**config.mk**
```make
export PLATFORM = sky130hd
export DESIGN_NAME = wake_supervisor
export DESIGN_NICKNAME = d
export VERILOG_FILES = /design/src/rtl/sup_pkg.sv /design/src/rtl/sup_alarm_match.sv /design/src/rtl/sup_watchdog.sv /design/src/rtl/sup_reset_seq.sv /design/src/rtl/wake_supervisor.sv
export SDC_FILE = /design/constraint.sdc
export NUM_CORES = 1
export LEC_CHECK = 0
export BUFFER_PORTS_ARGS = -buffer_cell sky130_fd_sc_hd__buf_2
export CAP_MARGIN = 30
export CORE_UTILIZATION = 52
export CTS_BUF_LIST = sky130_fd_sc_hd__clkbuf_16
export CTS_CLUSTER_SIZE = 28
export DETAILED_ROUTE_END_ITERATION = 6
export PLACE_DENSITY_LB_ADDON = 0.2
export SLEW_MARGIN = 25
export SYNTH_ARGS = -nofsm -noshare
export SYNTH_HDL_FRONTEND = slang
export SYNTH_HIERARCHICAL = 1
export SYNTH_SLANG_ARGS = --single-unit
```
**constraint.sdc**
```tcl
create_clock -name clk -period 2.4 [get_ports clk]
set_clock_uncertainty 0.2 [all_clocks]
set_input_delay 0.24 -clock clk [delete_from_list [all_inputs] [get_ports clk]]
set_output_delay 0.24 -clock clk [all_outputs]
set_load 0.02 [all_outputs]
```
**src/rtl/sup_pkg.sv**
```systemverilog
package sup_pkg;

    localparam int DATA_W   = 8;
    localparam int ADDR_W   = 4;
    localparam int N_FIELDS = 4;
    localparam int N_EVT    = 3;

    localparam int EV_ALARM = 0;
    localparam int EV_WDOG  = 1;
    localparam int EV_KICK  = 2;

    localparam logic [ADDR_W-1:0] AD_ACTRL  = 4'd4;
    localparam logic [ADDR_W-1:0] AD_WDOG   = 4'd5;
    localparam logic [ADDR_W-1:0] AD_ROUTE  = 4'd6;
    localparam logic [ADDR_W-1:0] AD_WAKE   = 4'd7;
    localparam logic [ADDR_W-1:0] AD_PWRCLR = 4'd8;
    localparam logic [ADDR_W-1:0] AD_FLAGS  = 4'd9;

    typedef enum logic [1:0] {
        RS_OFF,
        RS_SETTLE,
        RS_RUN,
        RS_PULSE
    } rst_state_t;

endpackage

```
**src/rtl/sup_alarm_match.sv**
```systemverilog
module sup_alarm_match #(
    parameter int W = 8,
    parameter int N = 4
) (
    input  logic [N*W-1:0] now_flat,
    input  logic [N*W-1:0] alm_flat,
    input  logic [N-1:0]   mask,
    output logic           match
);

    logic [N-1:0] field_ok;

    genvar g;
    generate
        for (g = 0; g < N; g++) begin : g_field
            assign field_ok[g] = mask[g] || (now_flat[g*W +: W] == alm_flat[g*W +: W]);
        end
    endgenerate

    assign match = &field_ok;

endmodule

```
**src/rtl/sup_watchdog.sv**
```systemverilog
module sup_watchdog #(
    parameter int W = 8
) (
    input  logic         clk,
    input  logic         rst_n,
    input  logic         load,
    input  logic [W-1:0] load_val,
    input  logic         tick,
    input  logic         hold,
    output logic         expire,
    output logic [W-1:0] count,
    output logic [W-1:0] reload
);

    localparam logic [W-1:0] ONE  = W'(1);
    localparam logic [W-1:0] ZERO = '0;

    logic [W-1:0] count_q;
    logic [W-1:0] reload_q;

    always_comb begin
        expire = tick && !hold && (reload_q != ZERO) && (count_q == ONE);
    end

    always_ff @(posedge clk or negedge rst_n) begin
        if (!rst_n) begin
            count_q  <= ZERO;
            reload_q <= ZERO;
        end else if (load) begin
            count_q  <= load_val;
            reload_q <= load_val;
        end else if (hold || expire) begin
            count_q  <= reload_q;
        end else if (tick && (reload_q != ZERO)) begin
            count_q  <= count_q - ONE;
        end
    end

    assign count  = count_q;
    assign reload = reload_q;

endmodule

```
**src/rtl/sup_reset_seq.sv**
```systemverilog
module sup_reset_seq
    import sup_pkg::*;
#(
    parameter int HOLD_CYCLES  = 16,
    parameter int PULSE_CYCLES = 8
) (
    input  logic clk,
    input  logic rst_n,
    input  logic pwr_good,
    input  logic pulse_req,
    output logic rst_out
);

    localparam int MAXC  = (HOLD_CYCLES > PULSE_CYCLES) ? HOLD_CYCLES : PULSE_CYCLES;
    localparam int CNT_W = $clog2(MAXC + 1);
    localparam logic [CNT_W-1:0] HOLD_LAST  = CNT_W'(HOLD_CYCLES - 1);
    localparam logic [CNT_W-1:0] PULSE_LAST = CNT_W'(PULSE_CYCLES - 1);
    localparam logic [CNT_W-1:0] CNT_ONE    = CNT_W'(1);

    rst_state_t       state_q, state_d;
    logic [CNT_W-1:0] cnt_q, cnt_d;

    // state register
    always_ff @(posedge clk or negedge rst_n) begin
        if (!rst_n) begin
            state_q <= RS_OFF;
            cnt_q   <= '0;
        end else begin
            state_q <= state_d;
            cnt_q   <= cnt_d;
        end
    end

    // next state
    always_comb begin
        state_d = state_q;
        cnt_d   = cnt_q + CNT_ONE;
        unique case (state_q)
            RS_OFF: begin
                cnt_d = '0;
                if (pwr_good) state_d = RS_SETTLE;
            end
            RS_SETTLE: begin
                if (!pwr_good) begin
                    state_d = RS_OFF;
                    cnt_d   = '0;
                end else if (cnt_q == HOLD_LAST) begin
                    state_d = RS_RUN;
                    cnt_d   = '0;
                end
            end
            RS_RUN: begin
                cnt_d = '0;
                if (!pwr_good)      state_d = RS_OFF;
                else if (pulse_req) state_d = RS_PULSE;
            end
            RS_PULSE: begin
                if (!pwr_good) begin
                    state_d = RS_OFF;
                    cnt_d   = '0;
                end else if (cnt_q == PULSE_LAST) begin
                    state_d = RS_RUN;
                    cnt_d   = '0;
                end
            end
            default: begin
                state_d = RS_OFF;
                cnt_d   = '0;
            end
        endcase
    end

    // outputs
    always_comb begin
        rst_out = (state_q != RS_RUN);
    end

endmodule

```
**src/rtl/wake_supervisor.sv**
```systemverilog
module wake_supervisor
    import sup_pkg::*;
#(
    parameter int HOLD_CYCLES  = 16,
    parameter int PULSE_CYCLES = 8
) (
    input  logic              clk,
    input  logic              rst_n,
    input  logic              pwr_good,
    input  logic              kick_in,
    input  logic              wd_tick,
    input  logic [7:0]        tod_sec,
    input  logic [7:0]        tod_min,
    input  logic [7:0]        tod_hour,
    input  logic [7:0]        tod_date,
    input  logic [7:0]        tod_dow,
    input  logic              host_we,
    input  logic [3:0]        host_addr,
    input  logic [7:0]        host_wdata,
    output logic [7:0]        host_rdata,
    output logic              irq_out,
    output logic              rst_out,
    output logic              pwr_en_out
);

    localparam int W  = DATA_W;
    localparam int NF = N_FIELDS;
    localparam int NE = N_EVT;

    logic [W-1:0]    alm_q [NF];
    logic [NF:0]     actrl_q;
    logic [2*NE-1:0] route_q;
    logic [1:0]      wake_q;
    logic [NE-1:0]   flags_q;
    logic            pwr_en_q;
    logic            match_q;
    logic            kick_q;

    logic [NF*W-1:0] now_flat;
    logic [NF*W-1:0] alm_flat;
    logic [W-1:0]    day_sel;
    logic            match_now;
    logic            alarm_evt;
    logic            kick_evt;
    logic            wd_expire;
    logic            wd_load;
    logic [W-1:0]    wd_count;
    logic [W-1:0]    wd_reload;
    logic [NE-1:0]   evt_vec;
    logic [NE-1:0]   flag_clr;
    logic            pwr_clr;
    logic            pwr_set;
    logic            pulse_req;

    // alarm comparison
    assign day_sel  = actrl_q[NF] ? tod_dow : tod_date;
    assign now_flat = {day_sel, tod_hour, tod_min, tod_sec};

    genvar g;
    generate
        for (g = 0; g < NF; g++) begin : g_alm
            assign alm_flat[g*W +: W] = alm_q[g];
        end
    endgenerate

    sup_alarm_match #(.W(W), .N(NF)) i_match (
        .now_flat (now_flat),
        .alm_flat (alm_flat),
        .mask     (actrl_q[NF-1:0]),
        .match    (match_now)
    );

    // watchdog
    assign wd_load = host_we && (host_addr == AD_WDOG);

    sup_watchdog #(.W(W)) i_wdog (
        .clk      (clk),
        .rst_n    (rst_n),
        .load     (wd_load),
        .load_val (host_wdata),
        .tick     (wd_tick),
        .hold     (rst_out),
        .expire   (wd_expire),
        .count    (wd_count),
        .reload   (wd_reload)
    );

    // event detection and steering
    assign alarm_evt = match_now && !match_q;
    assign kick_evt  = kick_in && !kick_q;

    always_comb begin
        evt_vec           = '0;
        evt_vec[EV_ALARM] = alarm_evt;
        evt_vec[EV_WDOG]  = wd_expire;
        evt_vec[EV_KICK]  = kick_evt;
    end

    assign flag_clr  = (host_we && (host_addr == AD_FLAGS)) ? host_wdata[NE-1:0] : '0;
    assign pwr_clr   = host_we && (host_addr == AD_PWRCLR) && host_wdata[0];
    assign pwr_set   = (kick_evt && wake_q[0]) || (alarm_evt && wake_q[1]);
    assign pulse_req = |(evt_vec & route_q[2*NE-1:NE]);

    sup_reset_seq #(
        .HOLD_CYCLES  (HOLD_CYCLES),
        .PULSE_CYCLES (PULSE_CYCLES)
    ) i_rseq (
        .clk       (clk),
        .rst_n     (rst_n),
        .pwr_good  (pwr_good),
        .pulse_req (pulse_req),
        .rst_out   (rst_out)
    );

    // host registers
    always_ff @(posedge clk or negedge rst_n) begin
        if (!rst_n) begin
            for (int i = 0; i < NF; i++) alm_q[i] <= '0;
            actrl_q <= '0;
            route_q <= '0;
            wake_q  <= '0;
        end else if (host_we) begin
            for (int i = 0; i < NF; i++) begin
                if (host_addr == ADDR_W'(i)) alm_q[i] <= host_wdata;
            end
            if (host_addr == AD_ACTRL) actrl_q <= host_wdata[NF:0];
            if (host_addr == AD_ROUTE) route_q <= host_wdata[2*NE-1:0];
            if (host_addr == AD_WAKE)  wake_q  <= host_wdata[1:0];
        end
    end

    // flags, edge history and power latch
    always_ff @(posedge clk or negedge rst_n) begin
        if (!rst_n) begin
            flags_q  <= '0;
            pwr_en_q <= 1'b0;
            match_q  <= 1'b1;
            kick_q   <= 1'b0;
        end else begin
            flags_q  <= (flags_q & ~flag_clr) | evt_vec;
            pwr_en_q <= pwr_set || (pwr_en_q && !pwr_clr);
            match_q  <= match_now;
            kick_q   <= kick_in;
        end
    end

    // read mux
    always_comb begin
        host_rdata = '0;
        for (int i = 0; i < NF; i++) begin
            if (host_addr == ADDR_W'(i)) host_rdata = alm_q[i];
        end
        case (host_addr)
            AD_ACTRL:  host_rdata = W'(actrl_q);
            AD_WDOG:   host_rdata = wd_reload;
            AD_ROUTE:  host_rdata = W'(route_q);
            AD_WAKE:   host_rdata = W'(wake_q);
            AD_PWRCLR: host_rdata = W'(pwr_en_q);
            AD_FLAGS:  host_rdata = W'(flags_q);
            default:   ;
        endcase
    end

    assign irq_out    = |(flags_q & route_q[NE-1:0]);
    assign pwr_en_out = pwr_en_q;

endmodule

```
Word-level counts from Yosys, hierarchy flattened:

Index checks and enable logic that the tools add are counted.

* mux-type cells: 23
* reductions and logical operators: 40
* bitwise operators: 5
* eq/ne operators: 24
* add/sub/neg operators: 2

Operator list (number)
* 2-to-1 mux 8 bit: 8
* one-hot mux 8 bit (6 select lines): 1
* equality test 8 bit: 4
* 2-to-1 mux 5 bit: 4
* equality test 4 x 3 -> 1 bit (second input constant): 4
* one-hot mux 5 bit (3 select lines): 1
* 2-to-1 mux 2 bit: 7
* AND reduction 2 bit: 7
* logical AND 1 bit: 13
* bitwise AND 3 bit: 3
* != test 3 x 2 -> 1 bit (second input constant): 3
* equality test 4 x 2 -> 1 bit (second input constant): 2
* equality test 4 bit (second input constant): 2
* equality test 8 x 1 -> 1 bit (second input constant): 1
* one-hot mux 2 bit (4 select lines): 1
* AND reduction 4 bit: 2
* nonzero test 8 bit: 1
* subtractor 8 x 1 -> 8 bit (second input constant): 1
* logical OR 1 bit: 7
* OR reduction 3 bit: 2
* adder 5 x 1 -> 5 bit (second input constant): 1
* equality test 5 x 3 -> 1 bit (second input constant): 1
* equality test 5 x 4 -> 1 bit (second input constant): 1
* equality test 2 bit (second input constant): 2
* other kinds (11): 15

* output and inout bits: 11
* bits in registers: 74

Longest topological paths before layout:

Gate-level depths: netlist (run 1).

* word-level depth: 10
* depth in mapped cells: 11
* mapped depth without buffers: 10

Hierarchy:

Netlist (run 1), hierarchy kept.

By module, submodules not included
* wake_supervisor: area an instance 2656.3 um2, cells an instance 201, instances 1
* sup_watchdog: area an instance 1012.2 um2, cells an instance 109, instances 1
* sup_reset_seq: area an instance 390.4 um2, cells an instance 35, instances 1
* sup_alarm_match: area an instance 356.6 um2, cells an instance 45, instances 1

Worst setup path after synthesis (run 1):

No wires, ideal clock.

* path kind: reg-to-reg
* start point: register actrl_q[4]
* end point: register i_rseq.state_q[0]
* stages on the path, launching flop included: 12
* data required time: 2.120 ns
* library setup time: 0.080 ns
* slack: -0.154 ns
* data arrival time: 2.274 ns
* path buffers: 1
* cell sequence: dfrtp_1 > clkbuf_1 > mux2_2 > xor2_1 > nor4_1 > a21oi_1 > nor4_1 > nor2b_1 > a222oi_1 > inv_1 > o22ai_1 > nor3b_2

* cells in the longest elaborated chain, start to end: 9

RTL lines
* start, declared: line wake_supervisor.sv:31 `logic [NF:0] actrl_q;`
* start signal, assigned: line wake_supervisor.sv:126 `if (host_addr == AD_ACTRL) actrl_q <= host_wdata[NF:0];`
* 2-to-1 mux 8 bit: line wake_supervisor.sv:56 `assign day_sel = actrl_q[NF] ? tod_dow : tod_date;`
* named net day_sel[3]: line wake_supervisor.sv:41 `logic [W-1:0] day_sel;`
* equality test 8 bit: line sup_alarm_match.sv:16 `assign field_ok[g] = mask[g] || (now_flat[g*W +: W] == alm_flat[g*W +: W]);`
* logical OR 1 bit: line sup_alarm_match.sv:16
* AND reduction 4 bit: line sup_alarm_match.sv:20 `assign match = &field_ok;`
* named net match_now: line wake_supervisor.sv:42 `logic match_now;`
* logical AND 1 bit: line wake_supervisor.sv:89 `assign alarm_evt = match_now && !match_q;`
* bitwise AND 3 bit: line wake_supervisor.sv:102 `assign pulse_req = |(evt_vec & route_q[2*NE-1:NE]);`
* OR reduction 3 bit: line wake_supervisor.sv:102
* named net pulse_req: line wake_supervisor.sv:53 `logic pulse_req;`
* != test 3 x 2 -> 1 bit (no line)
* AND reduction 4 bit (no line)
* end signal, assigned: line sup_reset_seq.sv:29 `state_q <= state_d;`
* end, declared: line sup_reset_seq.sv:20 `rst_state_t state_q, state_d;`

The timed path passes the listed nets, and every way through them passes these cells.
A chain may end at the register's enable or synchronous reset.

Final worst setup path (run 1):

* start point: register actrl_q[4]
* end point: register pwr_en_q (netlist: pwr_en_out)

* cells in the longest elaborated chain, start to end: 8

RTL lines
* 2-to-1 mux 8 bit: line wake_supervisor.sv:56
* named net day_sel[0]: line wake_supervisor.sv:41
* equality test 8 bit: line sup_alarm_match.sv:16
* logical OR 1 bit: line sup_alarm_match.sv:16
* AND reduction 4 bit: line sup_alarm_match.sv:20
* named net match_now: line wake_supervisor.sv:42
* logical AND 1 bit: line wake_supervisor.sv:89
* logical AND 1 bit: line wake_supervisor.sv:101 `assign pwr_set = (kick_evt && wake_q[0]) || (alarm_evt && wake_q[1]);`
* logical OR 1 bit: line wake_supervisor.sv:101
* logical OR 1 bit: line wake_supervisor.sv:141 `pwr_en_q <= pwr_set || (pwr_en_q && !pwr_clr);`
* end signal, assigned: line wake_supervisor.sv:141
* end, declared: line wake_supervisor.sv:35 `logic pwr_en_q;`

The timed path passes the listed nets, and every way through them passes these cells.

==> flow_summary.html, run 1 <==
<table>
<tr><th>Metric</th><th>Value</th></tr>
<tr><th colspan="2">Placement</th></tr>
<tr><td>Final HPWL from detailed placement</td><td>7970 µm</td></tr>
<tr><td>Placed insts</td><td>574</td></tr>
<tr><td>Pre-CTS setup slack</td><td>-0.371 ns</td></tr>
<tr><td>Routability congestion estimate from global placement</td><td>0.876</td></tr>
<tr><td>Count of port buffers added during placement</td><td>68</td></tr>
<tr><th colspan="2">Clocking</th></tr>
<tr><td>Clock sink count</td><td>74</td></tr>
<tr><td>Clock slew seen by the registers of the worst setup and hold paths</td><td>0.05 ns</td></tr>
<tr><td>CTS H-tree depth</td><td>3</td></tr>
<tr><td>Cts bufs inserted</td><td>9</td></tr>
<tr><td>TritonCTS clock tree</td><td>built</td></tr>
<tr><td>Insertion delay to the later sink of the worst-skew pair</td><td>0.33 ns</td></tr>
<tr><td>Buffer type at the clock tree root</td><td>sky130_fd_sc_hd__clkbuf_16</td></tr>
<tr><td>Maximum count of clock buffers along a single path</td><td>2</td></tr>
<tr><th colspan="2">Global route</th></tr>
<tr><td>Initial antenna violation count</td><td>0</td></tr>
<tr><td>Global route hottest layer</td><td>met2</td></tr>
<tr><td>Met2 capacity usage during global routing</td><td>43.5%</td></tr>
<tr><td>Wire length of the first global-routing pass</td><td>18,000 µm</td></tr>
<tr><td>Overflow left after global routing</td><td>0</td></tr>
<tr><td>Pin count of the biggest net entering global routing</td><td>75</td></tr>
<tr><td>Met3 Use GR</td><td>5.42%</td></tr>
<tr><td>Overall track demand over capacity in global routing</td><td>27.4%</td></tr>
<tr><td>Vias in the first global route</td><td>3,445</td></tr>
<tr><td>Global routing usage on met1</td><td>37.6%</td></tr>
<tr><th colspan="2">Logic synthesis</th></tr>
<tr><td>Syn_area_per_cell</td><td>11.3 µm²</td></tr>
<tr><td>Dominant cell by count in the synthesized netlist</td><td>sky130_fd_sc_hd__dfrtp_1</td></tr>
<tr><td>Multiplexer share of the synthesized area</td><td>20.4%</td></tr>
<tr><td>Post-synth net total</td><td>453</td></tr>
<tr><td>EDFF count, synth</td><td>0</td></tr>
<tr><td>Largest family of logic cells by synthesized area</td><td>multiplexers</td></tr>
<tr><td>Fraction of the mapped netlist area in compound gates</td><td>9.38%</td></tr>
<tr><td>Count of distinct cell types in the synthesized netlist</td><td>60</td></tr>
<tr><td>Most common flop cell mapped by yosys</td><td>sky130_fd_sc_hd__dfrtp_1</td></tr>
<tr><td>Part of the Yosys area used for sequential elements</td><td>42.0%</td></tr>
<tr><td>Simple-gate share of the synthesized area</td><td>15.0%</td></tr>
<tr><td>Cell types occupying the most area after synthesis</td><td>sky130_fd_sc_hd__dfrtp_1 41%, sky130_fd_sc_hd__mux2_2 12%, sky130_fd_sc_hd__xor2_1 6.9%, sky130_fd_sc_hd__mux4_2 4.1%, sky130_fd_sc_hd__mux2_4 2.7%</td></tr>
<tr><td>Gate count of the mapped netlist</td><td>390</td></tr>
<tr><td>Post-synthesis adder-cell area fraction</td><td>1.42%</td></tr>
<tr><td>Proportion of register bits with asynchronous set or reset after synthesis</td><td>100%</td></tr>
<tr><td>Synthesized flop and latch total</td><td>74</td></tr>
<tr><td>Top-area cell type share of the netlist area</td><td>41.4%</td></tr>
<tr><td>Synth top cells by count</td><td>73 x sky130_fd_sc_hd__dfrtp_1, 49 x sky130_fd_sc_hd__mux2_2, 35 x sky130_fd_sc_hd__xor2_1, 24 x sky130_fd_sc_hd__nand2_1, 23 x sky130_fd_sc_hd__nor2_1</td></tr>
<tr><td>Cell taking the most area after synthesis</td><td>sky130_fd_sc_hd__dfrtp_1</td></tr>
<tr><td>XOR/XNOR Fraction of Synth Area</td><td>7.74%</td></tr>
<tr><td>Syn. warnings</td><td>6</td></tr>
<tr><td>Summed instance area of the synthesized netlist</td><td>4420 µm²</td></tr>
<tr><th colspan="2">Critical path</th></tr>
<tr><td>Worst setup EP type</td><td>register</td></tr>
<tr><td>Largest fanout of any net on the critical path</td><td>8</td></tr>
<tr><td>WP data arrival</td><td>2.60 ns</td></tr>
<tr><td>Path type of the worst setup path</td><td>register to register</td></tr>
<tr><td>Crit path launch type</td><td>register</td></tr>
<tr><td>Required time worst endpoint</td><td>2.41 ns</td></tr>
<tr><th colspan="2">Status</th></tr>
<tr><td>Status</td><td>finished with violations</td></tr>
<tr><td>Violations in the final reports</td><td>negative setup slack</td></tr>
<tr><th colspan="2">Timing</th></tr>
<tr><td>Least-Margin Pin Slew</td><td>0.509 ns</td></tr>
<tr><td>Max-slew violation count</td><td>0</td></tr>
<tr><td>Worst slew margin relative to its limit</td><td>65.8%</td></tr>
<tr><td>Period Utilization, post-route</td><td>108%</td></tr>
<tr><td>Setup repair after global routing missed its margin</td><td>true</td></tr>
<tr><td>Setup Viol. Count Final</td><td>4</td></tr>
<tr><td>Setup TNS after final layout</td><td>-0.526 ns</td></tr>
<tr><td>Worst-case setup margin in the final layout</td><td>-0.191 ns</td></tr>
<tr><td>FMAX</td><td>386 MHz</td></tr>
<tr><td>Number of failing hold endpoints at the final stage</td><td>0</td></tr>
<tr><td>Shortest clock period the worst path allows after layout</td><td>2.59 ns</td></tr>
<tr><th colspan="2">Floorplanning</th></tr>
<tr><td>Core box area</td><td>8220 µm²</td></tr>
<tr><td>Starting utilization of the core area</td><td>53.7%</td></tr>
<tr><td>Die Footprint</td><td>8860 µm²</td></tr>
<tr><td>Width of the die</td><td>94.2 µm</td></tr>
<tr><td>Die boundary height</td><td>94.2 µm</td></tr>
<tr><td>I/O pin cnt</td><td>69</td></tr>
<tr><td>Standard-cell row count</td><td>33</td></tr>
<tr><th colspan="2">Min path</th></tr>
<tr><td>Min-delay worst type</td><td>input pin to register</td></tr>
<tr><th colspan="2">Route</th></tr>
<tr><td>Via density per instance</td><td>5.80</td></tr>
<tr><td>Post-detailed-route DRC marker count</td><td>0</td></tr>
<tr><td>Total wirelength of the detailed-routed design</td><td>11,100 µm</td></tr>
<tr><td>Total iterations of the first detailed-routing run</td><td>5</td></tr>
<tr><td>Overall via count from detail_route</td><td>3,478</td></tr>
<tr><td>DRC violation total after the first TritonRoute iteration</td><td>274</td></tr>
<tr><td>Post-detailed-route count of antenna-violating nets</td><td>0</td></tr>
<tr><td>Average wire length per cell after detail routing</td><td>18.6 µm</td></tr>
<tr><th colspan="2">Flow run</th></tr>
<tr><td>Max-Cap Viols</td><td>0</td></tr>
<tr><th colspan="2">Layout</th></tr>
<tr><td>FF/Latch Area</td><td>1850 µm²</td></tr>
<tr><td>Area added between synthesis and finish</td><td>25.4%</td></tr>
<tr><td>Combined area of the multi-input logic cells</td><td>2440 µm²</td></tr>
<tr><td>Fill count</td><td>634</td></tr>
<tr><td>Fraction of final layout cells with drive strength greater than 1</td><td>43.4%</td></tr>
<tr><td>Number of diodes</td><td>0</td></tr>
<tr><td>Net count reported at finish</td><td>553</td></tr>
<tr><td>Final non-filler cell total</td><td>600</td></tr>
<tr><th colspan="2">Power and ir drop</th></tr>
<tr><td>Worst vdd rail ir drop</td><td>0.513 mV</td></tr>
<tr><td>Cell area power density</td><td>814 nW/µm²</td></tr>
<tr><td>Static leakage</td><td>2.53 nW</td></tr>
</table>
-- layout by cell type, fill, tap and decap left out, types with 4 or more instances in the layout --
master and n:
sky130_fd_sc_hd__inv_1 17, sky130_fd_sc_hd__buf_6 8, sky130_fd_sc_hd__mux4_2 8, sky130_fd_sc_hd__a221oi_1 4, sky130_fd_sc_hd__nor2_1 23, sky130_fd_sc_hd__a21oi_1 16, sky130_fd_sc_hd__o21ai_0 8, sky130_fd_sc_hd__mux2_4 10
sky130_fd_sc_hd__nor2b_1 4, sky130_fd_sc_hd__ha_1 5, sky130_fd_sc_hd__nand2_1 24, sky130_fd_sc_hd__nor4_1 6, sky130_fd_sc_hd__mux2i_1 5, sky130_fd_sc_hd__xnor2_1 4, sky130_fd_sc_hd__mux2_2 47, sky130_fd_sc_hd__buf_2 68
sky130_fd_sc_hd__buf_4 25, sky130_fd_sc_hd__clkbuf_16 9, sky130_fd_sc_hd__bufinv_16 4, sky130_fd_sc_hd__nand3_1 13, sky130_fd_sc_hd__dfrtp_1 72, sky130_fd_sc_hd__nand2b_1 6, sky130_fd_sc_hd__xor2_1 32
-- kinds of logic after synthesis --
family | after synthesis
DFF | 74
muxes | 70
and+or+nand+nor | 110
AOI/OAI and AO/OA | 59
xor gates and xnor gates | 39
adders and majority gates | 5
buffers and inverters | 33
-- final timing paths --
| path | endpoint | cells after the start | start | slack [ns] |
|---|---|---|---|---|
| setup / recovery | pwr_en_out | 12 | actrl_q[4] | -0.19 |
| hold / removal | i_rseq/cnt_q[0] | 3 | pwr_good | 0.01 |
| setup reg to reg | pwr_en_out | 12 | actrl_q[4] | -0.19 |
| hold reg to reg | i_rseq/cnt_q[0] | 1 | i_rseq/cnt_q[0] | 0.25 |
| max in group asynchronous | match_q | 3 | rst_n | 1.38 |
| min in group asynchronous | alm_flat[31] | 3 | rst_n | 0.25 |
-- critical path, stage by stage (launching register included) --
cell and delay, ns:
sky130_fd_sc_hd__dfrtp_2 0.47, sky130_fd_sc_hd__buf_6 0.13, sky130_fd_sc_hd__mux2_2 0.34, sky130_fd_sc_hd__xor2_2 0.14
sky130_fd_sc_hd__nor4_2 0.05, sky130_fd_sc_hd__a21oi_1 0.22, sky130_fd_sc_hd__nor4_2 0.07, sky130_fd_sc_hd__nor2b_4 0.14
sky130_fd_sc_hd__buf_4 0.13, sky130_fd_sc_hd__buf_6 0.10, sky130_fd_sc_hd__buf_4 0.12, sky130_fd_sc_hd__a222oi_1 0.29
sky130_fd_sc_hd__inv_1 0.07
-- where the power goes --
group	internal, mW	switching, mW	total (mW)
Combinational	0.628	0.484	1.11
Clock	1.11	0.500	1.61
Sequential	1.51	0.272	1.78
Total	3.25	1.26	4.50
-- stage by stage --
stage	cell area (µm²)	hold slack (ns)	power, mW	util [%]
final	5540	0.0101	4.50	67.4
after global routing	5540	0.0272	4.72	67.4
after CTS	5460	0.00129	4.49	66.4
after detailed placement	5010	0.101	2.84	60.9
after global placement	5010	0.104	2.80	60.9
after floorplan	4420	-0.256	2.43	-
-- registers in the layout, summed over array words and instances (netlist names) --
| signal | flops |
|---|---|
| i_rseq/state_q | 2 |
| route_q | 6 |
| i_wdog/reload | 8 |
| wake_q | 2 |
| i_wdog/count | 8 |
| alm_flat | 32 |
| pwr_en_out | 1 |
| flags_q | 3 |
| actrl_q | 5 |
| i_rseq/cnt_q | 5 |
| kick_q | 1 |
| match_q | 1 |
-- layout make-up --
class | count | share of cell area, %
timing repair buffer | 105 | 12.3
clock buffer | 9 | 4.07
tap | 105 | 2.37
clock inverter | 7 | 2.40
sequential | 74 | 33.5
multi-input combinational | 283 | 44.2
inverter | 17 | 1.24
-- layer usage --
metal	vias to the layer above	routed length, µm
li1	1610	-
met1	1719	5080
met2	127	5250
met3	22	622
met4	0	197
met5	-	0
-- what timing repair did --
action / in CTS / in global routing
endpoints found under the setup margin: 3 / 4
endpoints found under the hold margin: 74 / 0
setup buffers: 7 / 1
hold buffers: 2 / 0
gates resized for setup: 5 / 14
pin swaps: 1 / 0
(Power assumes the default switching activity.)
==> inputs of run 2 (changes only) <==
CORE_UTILIZATION = 55   (was 52)
clock period = 2.8 ns   (was 2.4 ns; I/O delays follow)
==> flow_summary.html, run 2 (same netlist as run 1, synthesis figures left out) <==
<table>
<tr><th>Metric</th><th>Value</th></tr>
<tr><th colspan="2">Layout</th></tr>
<tr><td>Fill count</td><td>626</td></tr>
<tr><td>Commonest non-fill, non-tap cell in the layout</td><td>sky130_fd_sc_hd__dfrtp_1</td></tr>
<tr><td>Net count reported at finish</td><td>525</td></tr>
<tr><td>Most frequent cells in the layout</td><td>72 x sky130_fd_sc_hd__dfrtp_1, 68 x sky130_fd_sc_hd__buf_2, 49 x sky130_fd_sc_hd__mux2_2</td></tr>
<tr><td>Final std cell area, no fill</td><td>5130 µm²</td></tr>
<tr><td>Max reg flops</td><td>32</td></tr>
<tr><td>Core Util, Final</td><td>66.4%</td></tr>
<tr><td>Fraction of final layout cells with drive strength greater than 1</td><td>38.5%</td></tr>
<tr><td>Area added between synthesis and finish</td><td>16.2%</td></tr>
<tr><td>Number of diodes</td><td>0</td></tr>
<tr><th colspan="2">Critical path</th></tr>
<tr><td>Crit path launch type</td><td>register</td></tr>
<tr><td>WP data arrival</td><td>2.67 ns</td></tr>
<tr><td>Required time worst endpoint</td><td>2.85 ns</td></tr>
<tr><td>Largest fanout of any net on the critical path</td><td>10</td></tr>
<tr><td>Path type of the worst setup path</td><td>register to register</td></tr>
<tr><td>Beginning of the worst register-to-register path</td><td>actrl_q[4]</td></tr>
<tr><td>Worst setup EP type</td><td>register</td></tr>
<tr><td>Start point of the critical path</td><td>actrl_q[4]</td></tr>
<tr><td>Number of cell instances on the worst register-to-register path</td><td>10</td></tr>
<tr><td>Endpoint of the most critical register-to-register path</td><td>i_rseq/state_q[0]</td></tr>
<tr><td>Worst setup slack for register-to-register paths</td><td>0.18 ns</td></tr>
<tr><th colspan="2">Power and ir drop</th></tr>
<tr><td>Worst vdd rail ir drop</td><td>0.350 mV</td></tr>
<tr><td>Static leakage</td><td>2.32 nW</td></tr>
<tr><td>Cell area power density</td><td>654 nW/µm²</td></tr>
<tr><th colspan="2">Route</th></tr>
<tr><td>Via density per instance</td><td>5.81</td></tr>
<tr><td>Total wirelength of the detailed-routed design</td><td>10,700 µm</td></tr>
<tr><td>DRC violation total after the first TritonRoute iteration</td><td>180</td></tr>
<tr><td>Overall via count from detail_route</td><td>3,308</td></tr>
<tr><td>Post-detailed-route count of antenna-violating nets</td><td>0</td></tr>
<tr><td>Post-detailed-route DRC marker count</td><td>0</td></tr>
<tr><td>Total iterations of the first detailed-routing run</td><td>4</td></tr>
<tr><td>Average wire length per cell after detail routing</td><td>18.9 µm</td></tr>
<tr><th colspan="2">Placement</th></tr>
<tr><td>Final HPWL from detailed placement</td><td>7890 µm</td></tr>
<tr><td>Placement Cell Area</td><td>4840 µm²</td></tr>
<tr><td>Routability congestion estimate from global placement</td><td>0.869</td></tr>
<tr><td>Count of port buffers added during placement</td><td>68</td></tr>
<tr><th colspan="2">Min path</th></tr>
<tr><td>Launch point of the worst hold path</td><td>pwr_good</td></tr>
<tr><td>Min-delay worst type</td><td>input pin to register</td></tr>
<tr><td>Cell depth of the worst min-delay path</td><td>3</td></tr>
<tr><td>Hold Path Sink</td><td>i_rseq/cnt_q[0]</td></tr>
<tr><th colspan="2">Floorplanning</th></tr>
<tr><td>I/O pin cnt</td><td>69</td></tr>
<tr><td>Width of the die</td><td>91.6 µm</td></tr>
<tr><td>Standard-cell row count</td><td>32</td></tr>
<tr><td>Die Footprint</td><td>8390 µm²</td></tr>
<tr><td>Die boundary height</td><td>91.6 µm</td></tr>
<tr><td>Core box area</td><td>7730 µm²</td></tr>
<tr><td>Starting utilization of the core area</td><td>57.1%</td></tr>
<tr><th colspan="2">Clocking</th></tr>
<tr><td>Insertion delay to the later sink of the worst-skew pair</td><td>0.33 ns</td></tr>
<tr><td>Clock slew seen by the registers of the worst setup and hold paths</td><td>0.05 ns</td></tr>
<tr><td>Maximum count of clock buffers along a single path</td><td>2</td></tr>
<tr><td>TritonCTS clock tree</td><td>built</td></tr>
<tr><td>Buffer type at the clock tree root</td><td>sky130_fd_sc_hd__clkbuf_16</td></tr>
<tr><td>Clock sink count</td><td>74</td></tr>
<tr><td>Cts bufs inserted</td><td>9</td></tr>
<tr><td>CTS H-tree depth</td><td>3</td></tr>
<tr><td>Setup Buffers After CTS</td><td>0</td></tr>
<tr><th colspan="2">Global route</th></tr>
<tr><td>Initial antenna violation count</td><td>0</td></tr>
<tr><td>Overflow left after global routing</td><td>0</td></tr>
<tr><td>Overall track demand over capacity in global routing</td><td>27.8%</td></tr>
<tr><td>Pin count of the biggest net entering global routing</td><td>48</td></tr>
<tr><td>Vias in the first global route</td><td>3,323</td></tr>
<tr><td>Wire length of the first global-routing pass</td><td>17,600 µm</td></tr>
<tr><th colspan="2">Timing</th></tr>
<tr><td>Setup repair after global routing missed its margin</td><td>false</td></tr>
<tr><td>Max-slew violation count</td><td>0</td></tr>
<tr><td>Least-Margin Pin Slew</td><td>0.684 ns</td></tr>
<tr><td>Shortest clock period the worst path allows after layout</td><td>2.62 ns</td></tr>
<tr><td>Number of failing hold endpoints at the final stage</td><td>0</td></tr>
<tr><td>Worst slew margin relative to its limit</td><td>54.4%</td></tr>
<tr><td>FMAX</td><td>381 MHz</td></tr>
<tr><td>Setup Viol. Count Final</td><td>0</td></tr>
<tr><td>Period Utilization, post-route</td><td>93.7%</td></tr>
<tr><th colspan="2">Flow run</th></tr>
<tr><td>Max-Cap Viols</td><td>0</td></tr>
<tr><th colspan="2">Status</th></tr>
<tr><td>Status</td><td>finished, final reports clean</td></tr>
</table>
==> run 2: cell types whose count changed in the layout (fill, tap and decap cells not counted), sizes merged <==
cell	previous run	this run
clkinv	2	5
inv	18	19
buf	103	75
bufinv	4	0
==> run 2: layout make-up <==
class / count / area [µm²] / area share (%)
multi-input combinational: 283 / 2400 / 46.7
sequential: 74 / 1850 / 36.2
timing repair buffer: 77 / 425 / 8.29
clock buffer: 9 / 225 / 4.39
tap: 102 / 128 / 2.49
inverter: 17 / 68.8 / 1.34
clock inverter: 7 / 30.0 / 0.586
==> run 2: metrics by stage <==
step	setup slack [ns]	cells	setup TNS, ns	total power, mW	hold slack (ns)
CTS	0.0787	569	0	3.36	0.0355
global route	0.0278	569	0	3.53	0.0602
floorplan	0.246	390	0	2.08	-0.216
detailed placement	-0.00140	551	-0.00140	2.35	0.152
finish	0.177	569	0	3.36	0.0356
global placement	0.0624	551	0	2.33	0.147
==> run 2: worst max-delay path, cell delays in order (launching register included) <==
cell	delay [ns]
sky130_fd_sc_hd__dfrtp_2	0.49
sky130_fd_sc_hd__mux2_2	0.37
sky130_fd_sc_hd__xor2_1	0.15
sky130_fd_sc_hd__nor4_2	0.32
sky130_fd_sc_hd__a21oi_1	0.14
sky130_fd_sc_hd__nor4_2	0.22
sky130_fd_sc_hd__nor2b_2	0.24
sky130_fd_sc_hd__a222oi_1	0.10
sky130_fd_sc_hd__inv_1	0.07
sky130_fd_sc_hd__o22ai_1	0.09
sky130_fd_sc_hd__nor3b_2	0.15
==> run 2: worst max path at each step <==
stage	endpoint	slack [ns]
floorplan	i_rseq/state_q[0]	0.25
global placement	i_rseq/state_q[0]	0.06
detailed placement	i_rseq/state_q[0]	-0.001
CTS	i_rseq/state_q[0]	0.08
global route	i_rseq/state_q[0]	0.03
finish	i_rseq/state_q[0]	0.18
==> run 2: report_power, final <==
| group | switching [mW] | leakage (nW) | internal, mW |
|---|---|---|---|
| combinational | 0.354 | 1.28 | 0.445 |
| clock | 0.418 | 0.136 | 0.582 |
| sequential | 0.262 | 0.906 | 1.29 |
==> run 2: layer usage <==
layer | up-vias | GRT usage, % | routed length (µm)
li1 | 1552 | - | -
met3 | 20 | 3.94 | 576
met1 | 1633 | 38.8 | 4850
met5 | - | 0 | 0
met2 | 103 | 45.0 | 5130
met4 | 0 | 8.73 | 201
==> run 2: timing repair <==
action                                  in CTS  in global routing
cloned                                       0                  0
gates resized for setup                      1                  3
endpoints found under the hold margin       28                  0
endpoints found under the setup margin       1                  1
hold buffers                                 2                  0
